File: src/rtl/pi_exc_pkg.sv
package pi_exc_pkg;

    localparam int WORD_W   = 32;
    localparam int N_PI     = 7;
    localparam int N_ECC    = 4;
    localparam int ECC_BASE = 8;
    localparam int ADDR_W   = 8;

    localparam logic [ADDR_W-1:0] STATUS_ADDR = 8'h00;
    localparam logic [ADDR_W-1:0] MASK_ADDR   = 8'h10;

    // register bit n lives at word bit WORD_W-1-n
    function automatic int word_pos(input int n);
        return WORD_W - 1 - n;
    endfunction

    function automatic logic [WORD_W-1:0] proc_group();
        logic [WORD_W-1:0] v;
        v = '0;
        for (int i = 0; i < N_PI; i++) v[word_pos(i)] = 1'b1;
        return v;
    endfunction

    // ecc index parity: even = uncorrectable, odd = correctable
    function automatic logic [WORD_W-1:0] ecc_group(input logic odd);
        logic [WORD_W-1:0] v;
        v = '0;
        for (int k = 0; k < N_ECC; k++)
            if ((k % 2) == int'(odd)) v[word_pos(ECC_BASE + k)] = 1'b1;
        return v;
    endfunction

    localparam logic [WORD_W-1:0] GRP_PROC = proc_group();
    localparam logic [WORD_W-1:0] GRP_UE   = ecc_group(1'b0);
    localparam logic [WORD_W-1:0] GRP_CE   = ecc_group(1'b1);
    localparam logic [WORD_W-1:0] IMPL     = GRP_PROC | GRP_UE | GRP_CE;

    typedef struct packed {
        logic [WORD_W-1:0] status;
    } stat_state_t;

    typedef struct packed {
        logic [WORD_W-1:0] mask;
    } mask_state_t;

    typedef struct packed {
        logic [WORD_W-1:0] rdata;
    } bus_state_t;

endpackage

File: src/rtl/pi_exc_evt_map.sv
module pi_exc_evt_map
    import pi_exc_pkg::*;
(
    input  logic [N_PI-1:0]   pi_evt,
    input  logic [N_ECC-1:0]  ecc_evt,
    output logic [WORD_W-1:0] evt_word
);

    logic [WORD_W-1:0] pi_part;
    logic [WORD_W-1:0] ecc_part;

    genvar gi;
    generate
        for (gi = 0; gi < WORD_W; gi++) begin : g_bit
            localparam int RBIT = WORD_W - 1 - gi;
            if (RBIT < N_PI) begin : g_pi
                assign pi_part[gi]  = pi_evt[RBIT];
                assign ecc_part[gi] = 1'b0;
            end else if (RBIT >= ECC_BASE && RBIT < ECC_BASE + N_ECC) begin : g_ecc
                assign pi_part[gi]  = 1'b0;
                assign ecc_part[gi] = ecc_evt[RBIT - ECC_BASE];
            end else begin : g_rsv
                assign pi_part[gi]  = 1'b0;
                assign ecc_part[gi] = 1'b0;
            end
        end
    endgenerate

    assign evt_word = pi_part | ecc_part;

endmodule

File: src/rtl/pi_exc_status_reg.sv
module pi_exc_status_reg
    import pi_exc_pkg::*;
(
    input  logic              clk,
    input  logic              rst_n,
    input  logic [WORD_W-1:0] set_vec,
    input  logic              clr,
    output logic [WORD_W-1:0] status
);

    stat_state_t st_d, st_q;

    always_comb begin
        st_d = st_q;
        if (clr) st_d.status = '0;
        // new faults win over the clear so none is dropped
        st_d.status = (st_d.status | set_vec) & IMPL;
    end

    always_ff @(posedge clk) begin
        if (!rst_n) st_q <= '0;
        else        st_q <= st_d;
    end

    assign status = st_q.status;

endmodule

File: src/rtl/pi_exc_mask_reg.sv
module pi_exc_mask_reg
    import pi_exc_pkg::*;
(
    input  logic              clk,
    input  logic              rst_n,
    input  logic              wr_en,
    input  logic [WORD_W-1:0] wdata,
    output logic [WORD_W-1:0] mask
);

    mask_state_t mk_d, mk_q;

    always_comb begin
        mk_d = mk_q;
        if (wr_en) mk_d.mask = wdata & IMPL;
    end

    always_ff @(posedge clk) begin
        if (!rst_n) mk_q.mask <= IMPL;
        else        mk_q      <= mk_d;
    end

    assign mask = mk_q.mask;

endmodule

File: src/rtl/pi_exc_bus.sv
module pi_exc_bus
    import pi_exc_pkg::*;
(
    input  logic              clk,
    input  logic              rst_n,
    input  logic              reg_sel,
    input  logic              reg_wr,
    input  logic [ADDR_W-1:0] reg_addr,
    input  logic [WORD_W-1:0] status,
    input  logic [WORD_W-1:0] mask,
    output logic              mask_wr,
    output logic              status_rd,
    output logic [WORD_W-1:0] rdata
);

    bus_state_t bs_d, bs_q;
    logic       rd;
    logic       mask_rd;

    assign rd        = reg_sel && !reg_wr;
    assign status_rd = rd && (reg_addr == STATUS_ADDR);
    assign mask_rd   = rd && (reg_addr == MASK_ADDR);
    assign mask_wr   = reg_sel && reg_wr && (reg_addr == MASK_ADDR);

    always_comb begin
        bs_d = bs_q;
        if (rd) begin
            if (status_rd)    bs_d.rdata = status;
            else if (mask_rd) bs_d.rdata = mask;
            else              bs_d.rdata = '0;
        end
    end

    always_ff @(posedge clk) begin
        if (!rst_n) bs_q <= '0;
        else        bs_q <= bs_d;
    end

    assign rdata = bs_q.rdata;

endmodule

File: src/rtl/pi_exc_summary.sv
module pi_exc_summary
    import pi_exc_pkg::*;
(
    input  logic [WORD_W-1:0] status,
    input  logic [WORD_W-1:0] mask,
    output logic              irq,
    output logic              flt_proc,
    output logic              flt_ue,
    output logic              flt_ce
);

    logic [WORD_W-1:0] live;

    always_comb begin
        live     = status & mask;
        irq      = |live;
        flt_proc = |(live & GRP_PROC);
        flt_ue   = |(live & GRP_UE);
        flt_ce   = |(live & GRP_CE);
    end

endmodule

File: src/rtl/pi_exc_status.sv
module pi_exc_status
    import pi_exc_pkg::*;
(
    input  logic              clk,
    input  logic              rst_n,
    input  logic [N_PI-1:0]   pi_evt,
    input  logic [N_ECC-1:0]  ecc_evt,
    input  logic              reg_sel,
    input  logic              reg_wr,
    input  logic [ADDR_W-1:0] reg_addr,
    input  logic [WORD_W-1:0] reg_wdata,
    output logic [WORD_W-1:0] reg_rdata,
    output logic              irq,
    output logic              flt_proc,
    output logic              flt_ue,
    output logic              flt_ce
);

    logic [WORD_W-1:0] evt_word;
    logic [WORD_W-1:0] status_vec;
    logic [WORD_W-1:0] mask_vec;
    logic              mask_wr;
    logic              status_rd;

    pi_exc_evt_map u_map (
        .pi_evt   (pi_evt),
        .ecc_evt  (ecc_evt),
        .evt_word (evt_word)
    );

    pi_exc_status_reg u_stat (
        .clk     (clk),
        .rst_n   (rst_n),
        .set_vec (evt_word),
        .clr     (status_rd),
        .status  (status_vec)
    );

    pi_exc_mask_reg u_mask (
        .clk   (clk),
        .rst_n (rst_n),
        .wr_en (mask_wr),
        .wdata (reg_wdata),
        .mask  (mask_vec)
    );

    pi_exc_bus u_bus (
        .clk       (clk),
        .rst_n     (rst_n),
        .reg_sel   (reg_sel),
        .reg_wr    (reg_wr),
        .reg_addr  (reg_addr),
        .status    (status_vec),
        .mask      (mask_vec),
        .mask_wr   (mask_wr),
        .status_rd (status_rd),
        .rdata     (reg_rdata)
    );

    pi_exc_summary u_sum (
        .status   (status_vec),
        .mask     (mask_vec),
        .irq      (irq),
        .flt_proc (flt_proc),
        .flt_ue   (flt_ue),
        .flt_ce   (flt_ce)
    );

endmodule

File: config.mk
export PLATFORM = sky130hd
export DESIGN_NAME = pi_exc_status
export DESIGN_NICKNAME = d
export VERILOG_FILES = /design/src/rtl/pi_exc_pkg.sv /design/src/rtl/pi_exc_evt_map.sv /design/src/rtl/pi_exc_status_reg.sv /design/src/rtl/pi_exc_mask_reg.sv /design/src/rtl/pi_exc_bus.sv /design/src/rtl/pi_exc_summary.sv /design/src/rtl/pi_exc_status.sv
export SDC_FILE = /design/constraint.sdc
export NUM_CORES = 1
export LEC_CHECK = 0
export BUFFER_PORTS_ARGS = -buffer_cell sky130_fd_sc_hd__buf_2
export CORE_ASPECT_RATIO = 1.25
export CORE_MARGIN = 3
export CORE_UTILIZATION = 44
export DETAILED_ROUTE_END_ITERATION = 7
export PLACE_DENSITY_LB_ADDON = 0.2
export SLEW_MARGIN = 15
export SYNTH_ARGS = -nofsm -noshare
export SYNTH_HDL_FRONTEND = slang
export SYNTH_SLANG_ARGS = --single-unit
export TNS_END_PERCENT = 1
File: constraint.sdc
create_clock -name clk -period 2.1 [get_ports clk]
set_input_delay 0.21 -clock clk [delete_from_list [all_inputs] [get_ports clk]]
set_output_delay 0.21 -clock clk [all_outputs]
set_load 0.05 [all_outputs]
==> impl_metrics.py, run 1 <==
metrics = {
    "min_path": {
        "hold_path.class": "in2reg",
    },
    "timing": {
        "worst_slack_setup_final_ps": 97.4,
        "report.final.setup_viol": 0,
        "max_freq_mhz": 499,
        "final_critical_path_share_of_the_clock_period": 0.954,
        "finalMaxSlewViolations": 0,
        "final.min_clock_period_ps": 2000,
        "hold_viol_final": 0,
        "final_layout_setup_total_negative_slack_ps": 0,
        "fin_worst_skew_ps": 6.78,
        "grt_setup_unrepaired": "no",
    },
    "place": {
        "numPlacedInstances": 258,
        "place_worst_setup_slack_ps": 214,
        "gp_congestion": 0.803,
        "detailed_place_hpwl_microns": 2820,
        "io_port_bufs": 48,
    },
    "routing": {
        "first_iter_violations": 74,
        "routed-via-count": 1389,
        "route.detailed.drc": 0,
        "finalWirelength_microns": 3680,
        "detailedRoute.firstPassIterationCount": 4,
        "vias_per_cell": 5.20,
        "antenna_violating_nets_post_route": 0,
        "avgRoutedWirePerCell_microns": 13.8,
    },
    "worst_setup_path": {
        "reg2reg_slack_ps": 1020,
        "worst_path_largest_cell_delay_ps": 440,
        "slowest_stage": "a222oi_1",
        "crit_arrival_ps": 1790,
        "critPathCaptureType": "output pin",
        "path_cells": "a222oi_1 -> nand3_1 -> or3_1 -> buf_4",
        "crit_fanout": 3,
        "start_kind": "flop",
        "worstPathRequired_ps": 1890,
        "type_of_the_worst_setup_path": "reg2out",
    },
    "cells_and_area": {
        "synth_to_final_area_change_pct": 16.5,
        "instances_no_fill": 267,
        "ff_latch_area_sq_um": 661,
        "most_frequent_cells_in_the_layout": "buf_2 (47), dfxtp_1 (33), or4_1 (22), conb_1 (21)",
        "multi_input_area_sq_um": 806,
        "finish.utilization": 0.547,
        "fillers": 355,
        "antennaDiodeCount": 0,
        "layout.nets": 282,
        "most_common_cell_after_layout_fill_and_taps_aside": "buf_2",
        "fraction_of_layout_instances_using_a_drive_strength_above_1": 0.281,
    },
    "power": {
        "power.ir.vdd_worst_mv": 0.339,
        "power_per_cell_area_nw_per_um2": 727,
        "total_power_mw": 1.42,
        "p_leak_nw": 0.889,
    },
    "global_routing": {
        "wire_length_of_the_first_global_routing_pass_microns": 5820,
        "globalRoute.totalOverflow": 0,
        "track_usage": 0.171,
        "number_of_global_route_vias_before_repair": 1300,
        "antenna_found_initial": 0,
        "grt_max_degree": 34,
    },
    "floorplanning": {
        "die_area_sq_um": 4590,
        "initial_utilization": 0.469,
        "die-width_microns": 61.2,
        "die_y_microns": 75.0,
        "placementRows": 24,
        "fp.coreArea_sq_um": 3570,
        "io_count": 91,
    },
    "cts": {
        "cts.reportedPaths.clkPinSlew_ps": 70,
        "max-clock-path-buffers": 2,
        "clock_latency_ps": 290,
        "clockRootBuffer": "clkbuf_8",
        "h-tree-depth": 2,
        "count_of_clock_tree_sinks": 33,
        "cts_tree": "done",
        "cts_hold_buffers": 0,
        "number_of_cts_inserted_buffers": 5,
    },
    "outcome": {
        "outcome": "completed",
    },
    "yosys": {
        "synth_largest_area_cell": "dfxtp_1",
        "synth_seq_cells": 33,
        "yosysWarnings": 0,
        "post_synth_top_area_share": 0.394,
        "postSynthCellCount": 184,
        "synth.yosys.seq_area_share": 0.394,
        "synthesis.area_sq_um": 1680,
        "ys_top_cells_by_area": "dfxtp_1 (39%), or4_1 (9.9%), buf_4 (9.4%)",
        "synth_cell_types": 20,
        "postSynthAreaPerCell_sq_um": 9.11,
    },
    "job": {
        "cap_violations": 0,
    },
}
worst max-delay path: cells and delay by family, from the launching register on:
family / cells / cell delay (ps)
AND/OR/NAND/NOR: 2 / 560
flip-flops: 1 / 320
AO/OA/AOI/OAI: 1 / 440
buffers and inverters: 1 / 200
final timing paths:
check | from | to | cells after the start
max | u_mask.mask[27] | irq | 4
min | pi_evt[1] | u_stat.status[30] | 2
max reg2reg | u_stat.status[30] | u_bus.rdata[30] | 3
min reg2reg | u_bus.rdata[30] | u_bus.rdata[30] | 2
routing by layer:
layer,track usage,wire length (microns),part of all wire,vias to the layer above
li1,-,-,-,713
met1,0.200,1530,0.41,633
met2,0.286,1950,0.53,36
met3,0.0412,133,0.036,7
met4,0.0867,73,0.020,0
met5,0,0,0,-
cell families (layout without fill, tap and decap cells):
group,count (synthesis),after routing,share of synthesized area
multiplexers,11,11,0.0657
flip-flops,33,33,0.394
AND/OR/NAND/NOR,50,50,0.180
AO/OA/AOI/OAI,39,39,0.188
other,1,21,0.00224
buffers and inverters,50,74,0.170
what timing repair did:
item                                    CTS  global route
gates resized for setup                   0             2
hold endpoints to repair                  0             0
buffers inserted                          0             1
endpoints found under the setup margin    0             1
synth_stat cells, drive strengths merged:
cell,count
dfxtp,33
buf,26
or4,23
a22o,13
clkbuf,13
nand3,13
a21boi,11
inv,11
mux2i,11
nand2,11
o31ai,11
a22oi,2
or3,2
a222oi,1
conb,1
nand2b,1
o41a,1
where the power goes:
part	internal, mW	switching, mW
clock network	0.296	0.226
logic	0.0692	0.166
registers	0.646	0.0170
total	1.01	0.408
sequential cells by signal, indices dropped and copies added, names as in the netlist:
register       flops
u_bus.rdata       11
u_mask.mask       11
u_stat.status     11
through the flow:
step	area (sq um)	hold slack [ps]
floorplan	1750	343
global placement	1840	428
detailed placement	1840	431
CTS	1940	130
global route	1950	134
finish	1950	135
layout make-up:
| cell class | instances | area share |
|---|---|---|
| clock buffer | 7 | 0.0493 |
| clock inverter | 1 | 0.00256 |
| inverter | 11 | 0.0211 |
| multi-input combinational | 121 | 0.413 |
| sequential | 33 | 0.338 |
| tap | 39 | 0.0250 |
| timing repair buffer | 55 | 0.151 |
(Power assumes the default switching activity.)
==> run 2: changes to the inputs <==
Settings changed: BUFFER_PORTS_ARGS -buffer_cell sky130_fd_sc_hd__buf_2 to -buffer_cell sky130_fd_sc_hd__clkbuf_2.
Clock period 2.1 ns to 2 ns, I/O delays scaled along.
==> run 2 against run 1 <==
First-iteration DRC count fell by 46%. Largest cell class unchanged. Combinational power grew 4%. Clock power down 9.2%. Flip-flop and latch count did not move. Non-clock buffer count decreased by 2. Global-route usage is 1.6 points lower. Register-to-register slack worse by 100 ps. Sequential power increased by 5.0%. Setup slack lost 51 ps.
==> impl_metrics.py, run 2 (synthesis results as in run 1) <==
metrics = {
    "cts": {
        "h-tree-depth": 2,
        "cts_hold_buffers": 0,
        "count_of_clock_tree_sinks": 33,
        "clockRootBuffer": "clkbuf_8",
        "cts_tree": "done",
        "clock_latency_ps": 280,
        "cts.reportedPaths.clkPinSlew_ps": 70,
        "max-clock-path-buffers": 2,
        "number_of_cts_inserted_buffers": 5,
    },
    "global_routing": {
        "globalRoute.totalOverflow": 0,
        "antenna_found_initial": 0,
        "wire_length_of_the_first_global_routing_pass_microns": 5130,
        "grt_max_degree": 34,
        "track_usage": 0.155,
        "number_of_global_route_vias_before_repair": 1148,
    },
    "cells_and_area": {
        "layout.cell_area.non_filler_sq_um": 1920,
        "layout.nets": 280,
        "most_frequent_cells_in_the_layout": "clkbuf_2 (47), dfxtp_1 (33), or4_1 (22), conb_1 (21), a22o_1 (13)",
        "antennaDiodeCount": 0,
        "multi_input_area_sq_um": 811,
        "most_common_cell_after_layout_fill_and_taps_aside": "clkbuf_2",
        "fillers": 352,
        "synth_to_final_area_change_pct": 14.8,
        "ff_latch_area_sq_um": 661,
        "fraction_of_layout_instances_using_a_drive_strength_above_1": 0.274,
    },
    "worst_setup_path": {
        "critPathCaptureType": "output pin",
        "crit_arrival_ps": 1750,
        "start_kind": "flop",
        "worstPathRequired_ps": 1800,
        "type_of_the_worst_setup_path": "reg2out",
        "crit_fanout": 3,
    },
    "floorplanning": {
        "die_y_microns": 75.0,
        "die-width_microns": 61.2,
        "placementRows": 24,
        "die_area_sq_um": 4590,
        "io_count": 91,
        "fp.coreArea_sq_um": 3570,
        "initial_utilization": 0.469,
    },
    "timing": {
        "final_layout_setup_total_negative_slack_ps": 0,
        "worst_slack_setup_final_ps": 46.2,
        "fin_worst_skew_ps": 7.11,
        "final_critical_path_share_of_the_clock_period": 0.977,
        "finalMaxSlewViolations": 0,
        "hold_viol_final": 0,
        "grt_setup_unrepaired": "no",
        "max_freq_mhz": 512,
        "final.min_clock_period_ps": 1950,
        "report.final.setup_viol": 0,
    },
    "routing": {
        "finalWirelength_microns": 3520,
        "first_iter_violations": 40,
        "vias_per_cell": 5.20,
        "detailedRoute.firstPassIterationCount": 4,
        "route.detailed.drc": 0,
        "antenna_violating_nets_post_route": 0,
        "avgRoutedWirePerCell_microns": 13.3,
        "routed-via-count": 1378,
    },
    "power": {
        "power.share.switching": 0.299,
        "total_power_mw": 1.41,
        "power_per_cell_area_nw_per_um2": 735,
        "switching_power_uw": 423,
        "internal_power_uw": 991,
        "power.share.combinational": 0.173,
        "p_leak_nw": 0.871,
        "clock_power_share": 0.334,
        "power.ir.vdd_worst_mv": 0.394,
        "share_seq_of_total_power": 0.492,
    },
    "place": {
        "io_port_bufs": 48,
        "gp_congestion": 0.784,
        "place_worst_setup_slack_ps": 194,
        "detailed_place_hpwl_microns": 2490,
        "postPlaceCellArea_sq_um": 1840,
    },
    "job": {
        "cap_violations": 0,
    },
    "outcome": {
        "outcome": "completed",
    },
    "min_path": {
        "hold_path.class": "in2reg",
    },
}
[run 2: changes by cell type in the layout (fill, tap and decap cells not counted), sizes merged]
cell | previous run | this run
buf | 55 | 6
clkbuf | 7 | 53
clkinv | 1 | 2
[run 2: critical path, cell delays in order (launching register included)]
cell and delay (ps):
dfxtp_1 330, a222oi_1 420, nand3_2 130, or3_1 390, buf_4 200
[run 2: metrics by stage]
step	hold slack [ps]	utilization	cells
final	128	0.539	265
after detailed placement	420	0.515	257
after global placement	419	0.515	257
after floorplan	333	-	204
after global routing	123	0.539	265
after CTS	119	0.539	265
[run 2: final timing paths]
check,end,depth (start not counted),slack [ps],start
min,u_stat.status[25],2,130,pi_evt[6]
min reg2reg,u_bus.rdata[26],2,450,u_bus.rdata[26]
max reg2reg,u_bus.rdata[23],3,920,u_mask.mask[23]
max,irq,4,50,u_stat.status[27]
[run 2: power groups by stage]
stage               clock (mW)  combinational (mW)  sequential [mW]
detailed placement           0               0.245            0.711
floorplan                    0               0.223            0.706
finish                   0.473               0.245            0.696
CTS                      0.490               0.245            0.696
global placement             0               0.244            0.710
global route             0.518               0.262            0.697
[run 2: what timing repair did]
item                       4_1_cts  5_1_grt
resized for setup                1        1
pin swaps                        1        1
setup endpoints to repair        1        1
setup buffers                    0        0
[run 2: cell type report]
class / count / area share
Inverter: 11 / 0.0215
Clock inverter: 2 / 0.00520
Multi-Input combinational cell: 121 / 0.421
Clock buffer: 6 / 0.0377
Sequential cell: 33 / 0.343
Tap cell: 39 / 0.0254
Timing Repair Buffer: 53 / 0.146
[run 2: routing by layer]
metal  vias to the layer above  wire (microns)  track usage
met4                         0              66       0.0795
met1                       624            1530        0.186
li1                        706               -            -
met2                        43            1740        0.247
met5                         -               0            0
met3                         5             188       0.0463
